<file path="src/rtl/dual_port_edge_irq.sv">
module dual_port_edge_irq #(
  parameter int SYNC_STAGES = 2
) (
  input  logic       clk,
  input  logic       rst_n,
  input  logic [4:0] bus_addr,
  input  logic       bus_wr,
  input  logic       bus_rd,
  input  logic [7:0] bus_wdata,
  output logic [7:0] bus_rdata,
  input  logic [7:0] pa_in,
  output logic [7:0] pa_out,
  output logic [7:0] pa_oe,
  input  logic [7:0] pb_in,
  output logic [7:0] pb_out,
  output logic [7:0] pb_oe,
  input  logic       tmr_set,
  input  logic       tmr_clr,
  input  logic       tmr_irq_en,
  output logic       irq
);

  logic [7:0] a_sync [SYNC_STAGES];
  logic [7:0] b_sync [SYNC_STAGES];
  logic [7:0] a_out, a_dir, b_out, b_dir;
  logic       edge_en, edge_rise, bit7_prev;
  logic       edge_flag, tmr_flag;

  wire port_sel  = ~bus_addr[2];
  wire ctrl_wr   = bus_wr & bus_addr[2] & ~bus_addr[4];
  wire flag_rd   = bus_rd & bus_addr[2] & bus_addr[0];
  wire a_out_wr  = bus_wr & port_sel & ~bus_addr[1] & ~bus_addr[0];
  wire a_dir_wr  = bus_wr & port_sel & ~bus_addr[1] &  bus_addr[0];
  wire b_out_wr  = bus_wr & port_sel &  bus_addr[1] & ~bus_addr[0];
  wire b_dir_wr  = bus_wr & port_sel &  bus_addr[1] &  bus_addr[0];

  wire [7:0] a_in  = a_sync[SYNC_STAGES-1];
  wire [7:0] b_in  = b_sync[SYNC_STAGES-1];
  wire [7:0] a_pin = (a_out & a_dir) | (a_in & ~a_dir);
  wire [7:0] b_pin = (b_out & b_dir) | (b_in & ~b_dir);

  wire edge_hit = (bit7_prev != a_pin[7]) && (a_pin[7] == edge_rise);

  always_ff @(posedge clk) begin
    a_sync[0] <= pa_in;
    b_sync[0] <= pb_in;
    for (int i = 1; i < SYNC_STAGES; i++) begin
      a_sync[i] <= a_sync[i-1];
      b_sync[i] <= b_sync[i-1];
    end
  end

  always_ff @(posedge clk) begin
    if (!rst_n) begin
      a_out <= '0;
      a_dir <= '0;
      b_out <= '0;
      b_dir <= '0;
    end else begin
      if (a_out_wr) a_out <= bus_wdata;
      if (a_dir_wr) a_dir <= bus_wdata;
      if (b_out_wr) b_out <= bus_wdata;
      if (b_dir_wr) b_dir <= bus_wdata;
    end
  end

  always_ff @(posedge clk) begin
    if (!rst_n) begin
      edge_en   <= 1'b0;
      edge_rise <= 1'b0;
      bit7_prev <= 1'b0;
      edge_flag <= 1'b0;
      tmr_flag  <= 1'b0;
    end else begin
      bit7_prev <= a_pin[7];
      if (ctrl_wr) begin
        edge_en   <= bus_addr[1];
        edge_rise <= bus_addr[0];
      end
      if (edge_hit)     edge_flag <= 1'b1;
      else if (flag_rd) edge_flag <= 1'b0;
      if (tmr_set)      tmr_flag  <= 1'b1;
      else if (tmr_clr) tmr_flag  <= 1'b0;
    end
  end

  always_comb begin
    bus_rdata = '0;
    if (port_sel) begin
      case (bus_addr[1:0])
        2'b00:   bus_rdata = a_pin;
        2'b01:   bus_rdata = a_dir;
        2'b10:   bus_rdata = b_pin;
        default: bus_rdata = b_dir;
      endcase
    end else if (bus_addr[0]) begin
      bus_rdata = {tmr_flag, edge_flag, 6'b0};
    end
  end

  assign pa_out = a_out;
  assign pa_oe  = a_dir;
  assign pb_out = b_out;
  assign pb_oe  = b_dir;
  assign irq    = (tmr_flag & tmr_irq_en) | (edge_flag & edge_en);

endmodule

</file>
<file path="config.mk">
export PLATFORM = sky130hd
export DESIGN_NAME = dual_port_edge_irq
export DESIGN_NICKNAME = d
export VERILOG_FILES = /design/src/rtl/dual_port_edge_irq.sv
export SDC_FILE = /design/constraint.sdc
export NUM_CORES = 1
export LEC_CHECK = 0
export BUFFER_PORTS_ARGS = -buffer_cell sky130_fd_sc_hd__buf_2
export CAP_MARGIN = 20
export CORE_ASPECT_RATIO = 1.1
export CORE_MARGIN = 3
export CORE_UTILIZATION = 40
export CTS_CLUSTER_SIZE = 14
export DETAILED_ROUTE_END_ITERATION = 16
export HOLD_SLACK_MARGIN = 0.02
export SETUP_SLACK_MARGIN = 0.2
export SYNTH_ARGS = -nofsm -noshare
export SYNTH_HDL_FRONTEND = slang
export SYNTH_SLANG_ARGS = --single-unit
</file>
<file path="constraint.sdc">
create_clock -name clk -period 3.5 [get_ports clk]
set_input_delay 0.7 -clock clk [delete_from_list [all_inputs] [get_ports clk]]
set_output_delay 0.7 -clock clk [all_outputs]
set_load 0.01 [all_outputs]
</file>
==> key figures <==
Outcome
  • Status: complete, no violations

Placement
  • Final HPWL DP: 3.707 mm
  • GPL Wtd Cong: 0.6953
  • IO buf count: 75

Synthesis
  • Post-Syn Nets: 281
  • Number of synthesized register bits: slightly below 70
  • Register area share after synthesis: 0.5359
  • Mean Syn Cell Area: 10.52 um2
  • Ys Warns: 0
  • Post-synthesis instance total: 245
  • Synthesized area: 0.002577 mm2
  • Netlist cell types: 36

STA
  • Final Max Tran Viols: 0
  • RSZ-0062 raised after global routing: no
  • Relative slew slack: 0.5305
  • Slew @ Worst Pin: roughly 0.70 ns
  • Setup Skew: 0.002244 ns
  • Setup violators final: 0
  • Max Freq: around 0.36 GHz
  • Setup TNS: 0 ns
  • Final hold vios: 0
  • Fin crit share: 0.7829
  • Final period demand of the worst path: 2.740 ns

CTS
  • Clock transition at path regs: 0.07 ns
  • Htree depth: 3
  • Setup repair bufs after CTS: 0
  • Cts repair resizes: 0
  • Cts hold-fix bufs: 0
  • CTS tree: yes
  • CTS Buf Count: 9
  • Maximum root-to-sink buffer count: 2
  • CTS Sinks: 69
  • Clk_lat worst skew: 0.33 ns
  • Clock root cell: clkbuf_8

Critical path
  • Class of the most critical setup path: input port to output port
  • Req. time, crit path: 2.80 ns
  • Worst setup EP type: output port
  • Critical Path AT: 2.04 ns
  • Startpoint types: input port
  • Reg2Reg Depth: 3
  • Setup crit end: bus_rdata[6]
  • CP startpoint: bus_addr[0]
  • CP max FO: 39
  • R2R Setup Slk: 2.36 ns
  • Worst flop-to-flop path startpoint: pa_oe[7]
  • Reg2reg end: edge_flag

Route
  • Vias: a little under 2000
  • Metal2 WL: 2.682 mm
  • Final WL: approximately 5.7 mm
  • Top routing layer used: met4
  • Initial DRC count: 85
  • DRT Pass-1 Iters: 4
  • DR vias/cell: 4.920
  • WL/cell: 14.44 um
  • Met3 WL post-DR: 278 um
  • Residual DRC: 0
  • Post-DRT Antenna Nets: 0
  • Met1 WL: roughly 2.8 mm

Power
  • Total power: between 1.5 and 2 mW
  • Pwr Density: 495.0 mW/mm2
  • Worst VDD drop: 0.2804 mV
  • Leak: 1.304 nW

Final layout
  • Fin nets: 350
  • Layout cell share with drive strength beyond 1: 0.3113
  • Syn-to-layout area delta: 21.07%
  • Commonest non-fill, non-tap cell in the layout: buf_2
  • # diodes: 0
  • Most frequent cells in the layout: buf_2, dfxtp_1, nand2_1

Global routing
  • Initial antenna violation count: 0
  • Global-route wire length before repair: between 9 and 10 mm
  • Number of global-route vias before repair: 1896
  • Largest net degree at the start of global routing: 40
  • Gr usage total: 0.1688
  • Gr ovfl total: 0

Flow run
  • Max-cap violations: 0

Floorplanning
  • Die area: 0.007444 mm2
  • Die X: 82.54 um
  • Row count: 30
  • Initial core utilization: 0.4162
  • Die Ht: around 90 um
  • Placeable core region: around 0.0062 mm2
  • Num ports: 77

Worst hold path
  • Worst Hold Class: flop to flop
-- through the flow --
| step | util | worst slack (ns) | cells | hold WS (ns) | area [um2] |
|---|---|---|---|---|---|
| CTS | 0.5038 | 0.7649 | 398 | 0.3280 | 3120 |
| finish | 0.5038 | 0.7599 | 398 | 0.3274 | 3120 |
| global route | 0.5038 | 0.6624 | 398 | 0.3314 | 3120 |
| floorplan | - | 1.210 | 245 | 0.3096 | 2577 |
| global placement | 0.4749 | 0.7711 | 383 | 0.3101 | 2942 |
| detailed placement | 0.4749 | 0.7768 | 383 | 0.3121 | 2942 |
-- report_power, final --
group          leakage, nW  internal, mW  switching (mW)
logic                0.636        0.0565          0.0647
clock network       0.0984         0.318           0.276
registers            0.570         0.815          0.0134
total                 1.30          1.19           0.354
-- Yosys cell counts (all sizes together) --
cell type  instances  share of area
a211oi             5          0.015
a21boi            17          0.050
a21oi              5          0.011
a22o               1         0.0034
a2bb2oi            1         0.0034
a311o              1         0.0044
a311oi             4          0.014
a32o               2         0.0078
and4b              1         0.0039
and4bb             2         0.0097
buf               11          0.034
clkbuf             6         0.0092
dfxtp             69           0.54
mux2               2         0.0087
mux2i             22          0.085
nand2             38          0.055
nand2b             2         0.0049
nand3              1         0.0019
nand3b             3         0.0087
nand4b             1         0.0034
nor2               9          0.013
nor2b             20          0.049
nor3b              2         0.0058
nor4b              1         0.0092
o21a               5          0.015
o21ai              7          0.014
o311a              1         0.0039
o32ai              1         0.0034
or3b               4          0.014
or4b               1         0.0053
-- critical path, stage by stage --
cell and delay (ns):
buf_2 0.55, or3b_2 0.24, a21oi_1 0.06, a311o_2 0.35, buf_2 0.14
-- per-layer routing --
metal,vias up,track usage
li1,990,-
met1,918,0.2174
met2,48,0.2620
met3,2,0.05912
met4,0,0.05313
met5,-,0
-- sequential cells by signal, indices dropped and copies added, names as in the netlist, 8 cells and up --
signal and cells:
b_sync 16, pa_out 8, pb_out 8, pb_oe 8
a_sync 16, pa_oe 8
-- layout make-up --
cell class	count	area [um2]
Multi-Input combinational cell	159	1085
Fill cell	605	3073
Sequential cell	69	1381
Timing Repair Buffer	75	375.4
Clock inverter	6	55.05
Tap cell	80	100.1
Clock buffer	9	123.9
-- logic make-up (layout without fill, tap and decap cells) --
logic type / count (synthesis) / count (layout) / synth area share
DFF: 69 / 69 / 0.5359
AOI/OAI and AO/OA: 50 / 50 / 0.1432
muxes: 24 / 24 / 0.09417
and+or+nand+nor: 85 / 85 / 0.1835
buffers and inverters: 17 / 90 / 0.04320
-- worst min path at each step --
| stage | to | startpoint | cells after the start | slack (ns) |
|---|---|---|---|---|
| 2_1_floorplan | a_sync[0][10] | a_sync[0][2] | 0 | 0.31 |
| 3_3_place_gp | a_sync[0][11] | a_sync[0][3] | 0 | 0.31 |
| 3_5_place_dp | a_sync[0][11] | a_sync[0][3] | 0 | 0.31 |
| 4_1_cts | b_sync[0][9] | b_sync[0][1] | 0 | 0.33 |
| 5_1_grt | a_sync[0][9] | a_sync[0][1] | 0 | 0.33 |
| 6_report | b_sync[0][8] | b_sync[0][0] | 0 | 0.33 |
Power figures use the tool's default switching activity.
